File: src/rtl/sdram_cmd_seq.sv
module sdram_cmd_seq #(
  parameter int BANKS  = 4,
  parameter int ROW_W  = 13,
  parameter int COL_W  = 11,
  parameter int AP_BIT = 10,
  parameter int T_RCD  = 3,
  parameter int T_RP   = 3,
  parameter int T_RAS  = 6
) (
  input  logic                     clk,
  input  logic                     rst_n,
  input  logic                     req_valid,
  output logic                     req_ready,
  input  logic                     req_write,
  input  logic                     req_autopre,
  input  logic [$clog2(BANKS)-1:0] req_bank,
  input  logic [ROW_W-1:0]         req_row,
  input  logic [COL_W-1:0]         req_col,
  output logic                     sd_cs_n,
  output logic                     sd_ras_n,
  output logic                     sd_cas_n,
  output logic                     sd_we_n,
  output logic [$clog2(BANKS)-1:0] sd_ba,
  output logic [ROW_W-1:0]         sd_addr
);
  localparam int BA_W  = $clog2(BANKS);
  localparam int TW    = $clog2(T_RCD + T_RP + T_RAS + 1);
  localparam int AGE_W = $clog2(T_RCD + T_RP + T_RAS + 2);

  typedef enum logic [1:0] {B_IDLE, B_OPEN, B_PRECH} bst_t;

  bst_t             st    [BANKS];
  logic [ROW_W-1:0] orow  [BANKS];
  logic [TW-1:0]    rcd_t [BANKS];
  logic [TW-1:0]    rp_t  [BANKS];
  logic [TW-1:0]    ras_t [BANKS];

  logic             p_vld, p_wr, p_ap;
  logic [BA_W-1:0]  p_ba;
  logic [ROW_W-1:0] p_row;
  logic [COL_W-1:0] p_col;

  logic open_b, hit, do_act, do_pre, do_col;
  logic [ROW_W-1:0] col_addr;

  assign open_b = (st[p_ba] == B_OPEN);
  assign hit    = open_b && (orow[p_ba] == p_row);

  always_comb begin
    do_act = 1'b0;
    do_pre = 1'b0;
    do_col = 1'b0;
    if (p_vld) begin
      if (hit)
        do_col = (rcd_t[p_ba] == '0) && (!p_ap || ras_t[p_ba] == '0);
      else if (open_b)
        do_pre = (ras_t[p_ba] == '0);
      else
        do_act = (rp_t[p_ba] == '0);
    end
  end

  assign req_ready = !p_vld || do_col;

  always_comb begin
    col_addr = '0;
    col_addr[AP_BIT-1:0]       = p_col[AP_BIT-1:0];
    col_addr[AP_BIT]           = p_ap;
    col_addr[COL_W:AP_BIT+1]   = p_col[COL_W-1:AP_BIT];
  end

  always_ff @(posedge clk) begin
    if (!rst_n) begin
      p_vld <= 1'b0;
      p_wr  <= 1'b0;
      p_ap  <= 1'b0;
      p_ba  <= '0;
      p_row <= '0;
      p_col <= '0;
    end else if (req_valid && req_ready) begin
      p_vld <= 1'b1;
      p_wr  <= req_write;
      p_ap  <= req_autopre;
      p_ba  <= req_bank;
      p_row <= req_row;
      p_col <= req_col;
    end else if (do_col) begin
      p_vld <= 1'b0;
    end
  end

  always_ff @(posedge clk) begin
    for (int i = 0; i < BANKS; i++) begin
      if (!rst_n) begin
        st[i]    <= B_IDLE;
        orow[i]  <= '0;
        rcd_t[i] <= '0;
        rp_t[i]  <= '0;
        ras_t[i] <= '0;
      end else begin
        rcd_t[i] <= (rcd_t[i] != '0) ? rcd_t[i] - 1'b1 : '0;
        rp_t[i]  <= (rp_t[i]  != '0) ? rp_t[i]  - 1'b1 : '0;
        ras_t[i] <= (ras_t[i] != '0) ? ras_t[i] - 1'b1 : '0;
        if (st[i] == B_PRECH && rp_t[i] == '0)
          st[i] <= B_IDLE;
        if (p_ba == BA_W'(i)) begin
          if (do_act) begin
            st[i]    <= B_OPEN;
            orow[i]  <= p_row;
            rcd_t[i] <= TW'(T_RCD - 1);
            ras_t[i] <= TW'(T_RAS - 1);
          end
          if (do_pre || (do_col && p_ap)) begin
            st[i]   <= B_PRECH;
            rp_t[i] <= TW'(T_RP - 1);
          end
        end
      end
    end
  end

  always_ff @(posedge clk) begin
    if (!rst_n) begin
      {sd_cs_n, sd_ras_n, sd_cas_n, sd_we_n} <= 4'b0111;
      sd_ba   <= '0;
      sd_addr <= '0;
    end else begin
      {sd_cs_n, sd_ras_n, sd_cas_n, sd_we_n} <= 4'b0111;
      sd_ba   <= '0;
      sd_addr <= '0;
      if (do_act) begin
        {sd_cs_n, sd_ras_n, sd_cas_n, sd_we_n} <= 4'b0011;
        sd_ba   <= p_ba;
        sd_addr <= p_row;
      end else if (do_col) begin
        {sd_cs_n, sd_ras_n, sd_cas_n, sd_we_n} <= {3'b010, !p_wr};
        sd_ba   <= p_ba;
        sd_addr <= col_addr;
      end else if (do_pre) begin
        {sd_cs_n, sd_ras_n, sd_cas_n, sd_we_n} <= 4'b0010;
        sd_ba   <= p_ba;
      end
    end
  end

  for (genvar g = 0; g < BANKS; g++) begin : g_watch
    logic [AGE_W-1:0] act_age, pre_age;
    logic obs_open, on_b, o_act, o_col, o_pre, o_close;
    assign on_b    = !sd_cs_n && (sd_ba == BA_W'(g));
    assign o_act   = on_b && {sd_ras_n, sd_cas_n, sd_we_n} == 3'b011;
    assign o_col   = on_b && !sd_cas_n && sd_ras_n;
    assign o_pre   = on_b && {sd_ras_n, sd_cas_n, sd_we_n} == 3'b010;
    assign o_close = o_pre || (o_col && sd_addr[AP_BIT]);

    always_ff @(posedge clk) begin
      if (!rst_n) begin
        act_age  <= '1;
        pre_age  <= '1;
        obs_open <= 1'b0;
      end else begin
        act_age  <= o_act   ? AGE_W'(1) : (act_age == '1 ? act_age : act_age + 1'b1);
        pre_age  <= o_close ? AGE_W'(1) : (pre_age == '1 ? pre_age : pre_age + 1'b1);
        obs_open <= o_act ? 1'b1 : (o_close ? 1'b0 : obs_open);
      end
    end

    a_r3_rcd_gap: assert property (@(posedge clk) disable iff (!rst_n)
      o_col |-> act_age >= AGE_W'(T_RCD));
    a_r4_col_needs_open: assert property (@(posedge clk) disable iff (!rst_n)
      o_col |-> obs_open);
    a_r5_ras_gap: assert property (@(posedge clk) disable iff (!rst_n)
      o_close |-> act_age >= AGE_W'(T_RAS));
    a_r5_act_on_closed: assert property (@(posedge clk) disable iff (!rst_n)
      o_act |-> !obs_open);
    a_r6_rp_gap: assert property (@(posedge clk) disable iff (!rst_n)
      o_act |-> pre_age >= AGE_W'(T_RP));
  end

  a_r8_hold_while_waiting: assert property (@(posedge clk) disable iff (!rst_n)
    (p_vld && !req_ready) |=> (p_vld && $stable(p_row) && $stable(p_ba)));
endmodule

File: config.mk
export PLATFORM = sky130hd
export DESIGN_NAME = sdram_cmd_seq
export DESIGN_NICKNAME = d
export VERILOG_FILES = /design/src/rtl/sdram_cmd_seq.sv
export SDC_FILE = /design/constraint.sdc
export NUM_CORES = 1
export LEC_CHECK = 0
export ABC_AREA = 0
export BUFFER_PORTS_ARGS = -buffer_cell sky130_fd_sc_hd__buf_2
export CORE_MARGIN = 5
export CORE_UTILIZATION = 30
export DETAILED_ROUTE_END_ITERATION = 16
export MAX_ROUTING_LAYER = met4
export PLACE_DENSITY = 0.43
export RECOVER_POWER = 25
export SYNTH_ARGS = -nofsm -noshare
export SYNTH_HDL_FRONTEND = slang
export SYNTH_SLANG_ARGS = --single-unit
File: constraint.sdc
create_clock -name clk -period 3.4 [get_ports clk]
set_input_delay 0.17 -clock clk [delete_from_list [all_inputs] [get_ports clk]]
set_output_delay 0.17 -clock clk [all_outputs]
set_load 0.1 [all_outputs]
==> results of run 1 <==
==> how the worst max path moves through the flow <==
stage,depth (start not counted),startpoint,to
2_1_floorplan,7,rp_t[2][0],st[3][0]
3_3_place_gp,9,flop,rp_t[2][2]
3_5_place_dp,9,flop,rp_t[2][2]
4_1_cts,8,flop,req_ready
5_1_grt,9,rp_t[2][0],st[1][0]
6_report,8,flop,req_ready
==> flip-flops by register name (all words and copies together), names as in the netlist, 2 cells and up, named ones only <==
signal	cells
orow	52
p_ba	2
p_col	11
p_row	13
ras_t	16
rcd_t	16
rp_t	16
sd_addr	13
sd_ba	2
st	8
==> cell type report <==
cell class,instances,share of cell area (%)
repair buffers,96,7.916
flip-flops and latches,157,44.94
clock inverters,14,1.732
multi-input cells,433,34.53
clock buffers,18,5.239
well taps,319,4.642
inverters,23,1.004
==> where the power goes <==
group | internal [W] | switching [W]
combinational | 0.000371 | 0.000503
sequential | 0.00214 | 0.000139
clock | 0.00108 | 0.000851
==> logic make-up (layout without fill, tap and decap cells) <==
group	after synthesis	after routing	share of synthesized area, %
AND/OR/NAND/NOR	241	241	17.84
flip-flops	157	157	54.43
AO/OA/AOI/OAI	107	107	10.44
buffers and inverters	55	151	4.407
multiplexers	51	51	9.184
XOR/XNOR	14	14	2.362
adder cells (fa/ha/maj)	7	7	1.234
other	2	13	0.1058
==> through the flow <==
stage                     hold WS (ns)  instances
after global routing           0.02753       1060
final                          0.03056       1060
after CTS                      0.01029       1060
after detailed placement        0.4262       1002
after floorplan                 0.3121        645
after global placement          0.4190       1002
==> worst max-delay path: cells and delay by family (launching register included) <==
kind | cells | cell delay, ns
XOR/XNOR | 1 | 0.22
buffers and inverters | 2 | 0.40
flip-flops | 1 | 0.35
multiplexers | 1 | 0.53
AND/OR/NAND/NOR | 4 | 0.80
==> cells in the mapped netlist, drive strengths merged (12+ instances only) <==
| master | n | share of area, % |
|---|---|---|
| inv | 23 | 1.2 |
| nor2 | 44 | 2.4 |
| buf | 16 | 2.3 |
| clkbuf | 16 | 0.85 |
| and2 | 50 | 4.4 |
| edfxtp | 72 | 30 |
| mux2i | 37 | 5.2 |
| o21ai | 26 | 1.8 |
| dfxtp | 85 | 24 |
| nand2 | 72 | 3.8 |
| a21oi | 27 | 2.0 |
| a22o | 12 | 1.5 |
| nor3 | 22 | 1.6 |
==> per-layer routing <==
layer	track usage, %	vias up	share of wire, %
li1	-	2463	-
met1	17.96	2416	49
met2	20.57	94	47
met3	2.836	13	3.5
met4	3.889	0	0.82
met5	-	-	0
==> timing repair <==
action                                  4_1_cts  5_1_grt
endpoints found under the setup margin        0        0
gates resized for setup                       0        0
hold endpoints to repair                     26        0
hold buffers                                 26        0
==> flow_summary.yaml, run 1 <==
timing:
  period_share_pct: 85.53
  setup_tns_ns: 0
  setup_viol: 0
  rsz0062_at_grt: "false"
  setup_slack_ns: 0.4919
  fin_skew_ns: 0.01352
  worst_pin_slew_ns: 1.195
  timing.final.hold_violations: 0
  relSlewSlack_pct: 20.65
  drv_slew: 0
  fin_crit_ns: 2.908
  fmax_mhz: 343.9
clocking:
  clk-insertion-delay-late_ns: 0.43
  root_buffer: "clkbuf_16"
  max-clock-path-buffers: 2
  cts_sinks: 157
  cts_setup_buffers: 0
  cts_max_level: 4
  numCtsBuffers: 17
  clk_pin_slew_ns: 0.07
  cts_tree: "done"
die:
  core_mm2: 0.02340
  die_h_um: 163.8
  start_util_pct: 30.33
  dieArea_mm2: 0.02684
  dieWidth_um: 163.8
  ios: 51
  core.rowCount: 56
finish:
  layout_commonest_cell: "dfxtp_1"
  fin_nets: 766
  multi_input_area_mm2: 0.002969
  finish.utilization_pct: 36.74
  diodes: 0
  postLayoutCellArea_mm2: 0.008598
  regArea_mm2: 0.003864
  syn2layout_area_growth_pct: 21.14
  layout_common_cells: "85 x dfxtp_1, 72 x nand2_1, 72 x edfxtp_1"
  filler_cell_count: 2376
  drive_gt1_share_pct: 15.92
critical_path:
  end_kind: "primary output"
  required_ns: 3.23
  crit_slowest_cell: "mux4_2"
  path_cells: "buf_12 > mux4_2 > xnor2_1 > nand3_1 > nor4_2 > nand3_1 > nand2_1 > buf_12"
  crit_type: "reg -> out"
  worst-r2r-cell-count: 9
  startpoint_type: "flop"
  r2r-end: "st[1][0]"
  ff2ff_setup_slack_ns: 0.51
  cp_max_fo: 27
  cp.arrival_ns: 2.74
  critPathMaxStageDelay_ns: 0.53
  r2r-start: "rp_t[2][0]"
power:
  ir_drop_mv: 0.3327
  power.total_w: 0.005090
  power_density_mw_per_mm2: 591.9
  p_leak_nw: 3.280
min_path:
  hp-start: "req_bank[1]"
  whs_path_depth: 3
  hp-class: "in -> reg"
grt:
  grt_pass1_wl_mm: 26.96
  grt_max_degree: 71
  grt_pass1_vias: 5059
  grt.overflow.total: 0
  antenna_found_initial: 0
  grt.total_usage_pct: 13.39
placement:
  dp_hpwl_mm: 11.50
  gp_congestion: 0.7439
  dpl_cell_area_mm2: 0.007779
  port_buffers: 49
  place_ws_ns: 0.6009
yosys:
  synthArstFlopShare_pct: 0
  ys_types: 59
  synth_cells: 634
  syn_area_per_cell_um2: 11.20
  synth-edff-count: 72
  syn_area_mm2: 0.007098
  synth-seq-area-share_pct: 54.43
  yosys_register_bits: 157
  synth-warning-count: 0
  synthFlopType: "dfxtp_1"
routing:
  vias: 4986
  ant_nets: 0
  viasPerCell: 4.704
  post-route-drc-count: 0
  drt_first_pass_iters: 4
  dr.first_iter.drc_count: 369
  routedWlPerCell_um: 15.91
  finalWirelength_mm: 16.86
outcome:
  status: "finished clean"
run:
  maxCapViolCount: 0
Power figures use the tool's default switching activity.
==> run 2, diff against run 1 <==
- CORE_ASPECT_RATIO: unset -> 0.6
==> flow_summary.yaml, run 2 (same netlist as run 1, synthesis figures left out) <==
outcome:
  status: "finished clean"
critical_path:
  cp_max_fo: 27
  crit_slowest_cell: "mux4_2"
  required_ns: 3.23
  critPathMaxStageDelay_ns: 0.56
  crit_type: "reg -> out"
  cp.arrival_ns: 2.85
  path_cells: "buf_12 > mux4_2 > xnor2_2 > nand2_1 > nor4_2 > nand3_1 > nand2_1 > buf_12"
  startpoint_type: "flop"
  end_kind: "primary output"
power:
  p_sw_w: 0.001454
  ir_drop_mv: 0.2882
  p_leak_nw: 3.279
  pwr-share-seq_pct: 43.8
  power.total_w: 0.005219
  clockPowerShare_pct: 39.5
  combPwrFrac_pct: 16.7
  sw_frac_of_total_pct: 27.86
  power_density_mw_per_mm2: 609.0
  intPower_w: 0.003765
timing:
  drv_slew: 0
  fmax_mhz: 331.4
  timing.final.hold_violations: 0
  rsz0062_at_grt: "false"
  fin_skew_ns: 0.01505
  worst_pin_slew_ns: 1.222
  setup_slack_ns: 0.3825
  setup_tns_ns: 0
  relSlewSlack_pct: 18.89
  setup_viol: 0
  fin_crit_ns: 3.018
  period_share_pct: 88.75
finish:
  layout_common_cells: "85 x dfxtp_1, 72 x nand2_1, 72 x edfxtp_1"
  fin_nets: 760
  drive_gt1_share_pct: 14.97
  filler_cell_count: 2274
  diodes: 0
  regMostFlops: "orow"
  multi_input_area_mm2: 0.002954
  layout_commonest_cell: "dfxtp_1"
  largest_reg_flops: 52
  regArea_mm2: 0.003864
  syn2layout_area_growth_pct: 20.73
clocking:
  cts_sinks: 157
  post_cts_resized: 0
  clk-insertion-delay-late_ns: 0.43
  cts_max_level: 4
  numCtsBuffers: 17
  cts_setup_buffers: 0
  max-clock-path-buffers: 2
  ctsHoldBuffers: 21
  root_buffer: "clkbuf_16"
  clk_pin_slew_ns: 0.06
  cts_tree: "done"
grt:
  grt_pass1_wl_mm: 28.80
  grt_max_degree: 52
  grt.total_usage_pct: 14.29
  grt_pass1_vias: 5058
  grt.overflow.total: 0
  antenna_found_initial: 0
die:
  core.rowCount: 43
  ios: 51
  die_h_um: 129.1
  start_util_pct: 30.61
  core_mm2: 0.02319
  dieWidth_um: 208.6
  dieArea_mm2: 0.02694
placement:
  port_buffers: 49
  dp_hpwl_mm: 12.52
  place_ws_ns: 0.4892
  gp_congestion: 0.7846
run:
  maxCapViolCount: 0
routing:
  finalWirelength_mm: 17.96
  post-route-drc-count: 0
  ant_nets: 0
  drt_first_pass_iters: 5
  viasPerCell: 4.735
  routedWlPerCell_um: 17.10
  dr.first_iter.drc_count: 306
  vias: 4972
min_path:
  hp-class: "in -> reg"
[run 2: final timing paths]
path                     from         end  slack (ns)  cells after the start
hold reg to reg      p_col[0]    p_col[0]        0.46                      2
setup / recovery         flop   req_ready        0.38                      8
hold / removal    req_row[10]   p_row[10]        0.03                      3
setup reg to reg         flop  rp_t[2][2]        0.42                      9
[run 2: per-layer routing]
| metal | routed length [um] | track usage, % | vias up |
|---|---|---|---|
| li1 | - | - | 2445 |
| met1 | 9788 | 21.29 | 2407 |
| met2 | 7202 | 19.31 | 108 |
| met3 | 861 | 3.944 | 12 |
| met4 | 106 | 2.876 | 0 |
| met5 | 0 | - | - |
[run 2: layout make-up]
| type | instances | area share, % |
|---|---|---|
| clock inverters | 10 | 1.372 |
| multi-input cells | 433 | 34.47 |
| clock buffers | 22 | 6.176 |
| flip-flops and latches | 157 | 45.09 |
| repair buffers | 90 | 7.286 |
| well taps | 315 | 4.599 |
| inverters | 23 | 1.007 |
[run 2: per-stage QoR]
| step | hold WS, ns | instance area [um2] | utilization, % | std cells |
|---|---|---|---|---|
| after floorplan | 0.3121 | 7139 | - | 645 |
| after CTS | 0.001841 | 8616 | 37.16 | 1049 |
| after global routing | 0.001462 | 8569 | 36.96 | 1050 |
| after global placement | 0.4171 | 7759 | 33.46 | 996 |
| final | 0.02680 | 8569 | 36.96 | 1050 |
| after detailed placement | 0.4268 | 7759 | 33.46 | 996 |
[run 2: power by group through the flow]
stage	Combinational, W	Sequential (W)	Clock, W
2_1_floorplan	0.000614	0.00232	0
3_3_place_gp	0.000844	0.00232	0
3_5_place_dp	0.000862	0.00232	0
4_1_cts	0.000886	0.00228	0.00212
5_1_grt	0.000973	0.00231	0.00221
6_report	0.000870	0.00228	0.00206
[run 2: worst max-delay path: cells and delay by family (launching register included)]
kind | cells | cell delay, ns
flip-flops | 1 | 0.36
AND/OR/NAND/NOR | 4 | 0.90
buffers and inverters | 2 | 0.41
XOR/XNOR | 1 | 0.18
multiplexers | 1 | 0.56
==> run 3, diff against run 2 <==
==> constraint.sdc (replaced) <==
create_clock -name clk -period 3.4 [get_ports clk]
set_input_delay 0.17 -clock clk [delete_from_list [all_inputs] [get_ports clk]]
set_output_delay 0.17 -clock clk [all_outputs]
set_load 0.05 [all_outputs]
==> flow_summary.yaml, run 3 (same netlist as run 1, synthesis figures left out) <==
routing:
  vias: 5045
  routedWlPerCell_um: 17.17
  viasPerCell: 4.787
  dr.first_iter.drc_count: 341
  drt_first_pass_iters: 6
  ant_nets: 0
  post-route-drc-count: 0
  finalWirelength_mm: 18.09
clocking:
  clk_pin_slew_ns: 0.06
  root_buffer: "clkbuf_16"
  cts_max_level: 4
  numCtsBuffers: 17
  clk-insertion-delay-late_ns: 0.42
  max-clock-path-buffers: 2
  cts_sinks: 157
  cts_setup_buffers: 0
  cts_tree: "done"
placement:
  port_buffers: 49
  dp_hpwl_mm: 12.53
  gp_congestion: 0.7842
  place_ws_ns: 0.5250
critical_path:
  crit_type: "reg -> reg"
  cp.arrival_ns: 3.16
  startpoint_type: "flop"
  end_kind: "flop"
  cp_max_fo: 21
  required_ns: 3.52
grt:
  grt.overflow.total: 0
  grt_pass1_vias: 4994
  antenna_found_initial: 0
  grt_pass1_wl_mm: 28.39
  grt.total_usage_pct: 14.17
  grt_max_degree: 61
outcome:
  status: "finished clean"
timing:
  setup_viol: 0
  timing.final.hold_violations: 0
  period_share_pct: 89.55
  fin_skew_ns: 0.008093
  fin_crit_ns: 3.045
  setup_tns_ns: 0
  setup_slack_ns: 0.3554
  rsz0062_at_grt: "false"
  drv_slew: 0
  worst_pin_slew_ns: 0.7928
  fmax_mhz: 328.4
  relSlewSlack_pct: 47.14
power:
  power.total_w: 0.005182
  power_density_mw_per_mm2: 604.0
  p_leak_nw: 3.279
  ir_drop_mv: 0.3452
die:
  core_mm2: 0.02319
  dieWidth_um: 208.6
  core.rowCount: 43
  dieArea_mm2: 0.02694
  die_h_um: 129.1
  start_util_pct: 30.61
  ios: 51
finish:
  fin_nets: 764
  finish.utilization_pct: 37.00
  filler_cell_count: 2250
  layout_commonest_cell: "dfxtp_1"
  syn2layout_area_growth_pct: 20.87
  diodes: 0
  multi_input_area_mm2: 0.002964
  largest_reg_flops: 52
  regMostFlops: "orow"
  drive_gt1_share_pct: 15.70
  regArea_mm2: 0.003864
  layout_common_cells: "85 x dfxtp_1, 72 x nand2_1, 72 x edfxtp_1"
run:
  maxCapViolCount: 0
min_path:
  hp-class: "in -> reg"
## run 3: cell type report
cell class              count  area share, %
flip-flops and latches    157          45.03
multi-input cells         433          34.55
repair buffers             94          7.496
clock buffers              20          5.206
well taps                 315          4.594
clock inverters            12          2.115
inverters                  23          1.006
## run 3: per-layer routing
metal | GRT usage (%) | vias up | part of all wire, %
met5 | - | - | 0
met4 | 3.221 | 0 | 0.56
met3 | 3.629 | 9 | 5.0
met2 | 18.51 | 124 | 39
met1 | 21.65 | 2452 | 56
li1 | - | 2460 | -
## run 3: worst paths after layout
path	start	endpoint	slack, ns	cells past startpoint
max	rp_t[2][0]	st[1][0]	0.36	8
min	req_col[5]	p_col[5]	0.02	3
min reg2reg	p_col[2]	p_col[2]	0.46	2
max reg2reg	rp_t[2][0]	st[1][0]	0.36	8
## run 3: where the power goes
group	total [W]	leakage [nW]	switching, W	internal [W]
clock network	0.00204	0.307	0.000786	0.00126
logic	0.000852	1.53	0.000494	0.000358
registers	0.00229	1.44	0.000140	0.00214
## run 3: critical path: stages, from the launching register on
cell and delay (ns):
edfxtp_1 0.46, nor4_1 0.54, o21ai_0 0.19, o211ai_1 0.25, o211ai_1 0.32, o21ai_1 0.21, clkbuf_2 0.53, a31oi_1 0.08
o21ai_1 0.15
## run 3: per-stage QoR
step / cell area [um2] / hold slack (ns) / instances
6_report: 8579 / 0.02023 / 1054
5_1_grt: 8579 / 0.02387 / 1054
4_1_cts: 8625 / 0.006580 / 1054
3_5_place_dp: 7766 / 0.4266 / 999
3_3_place_gp: 7766 / 0.4166 / 999
2_1_floorplan: 7139 / 0.3121 / 645
## run 3: timing repair
item                                   4_1_cts  5_1_grt
endpoints found under the hold margin       23        0
hold buffers                                23        0
resized for setup                            0        0
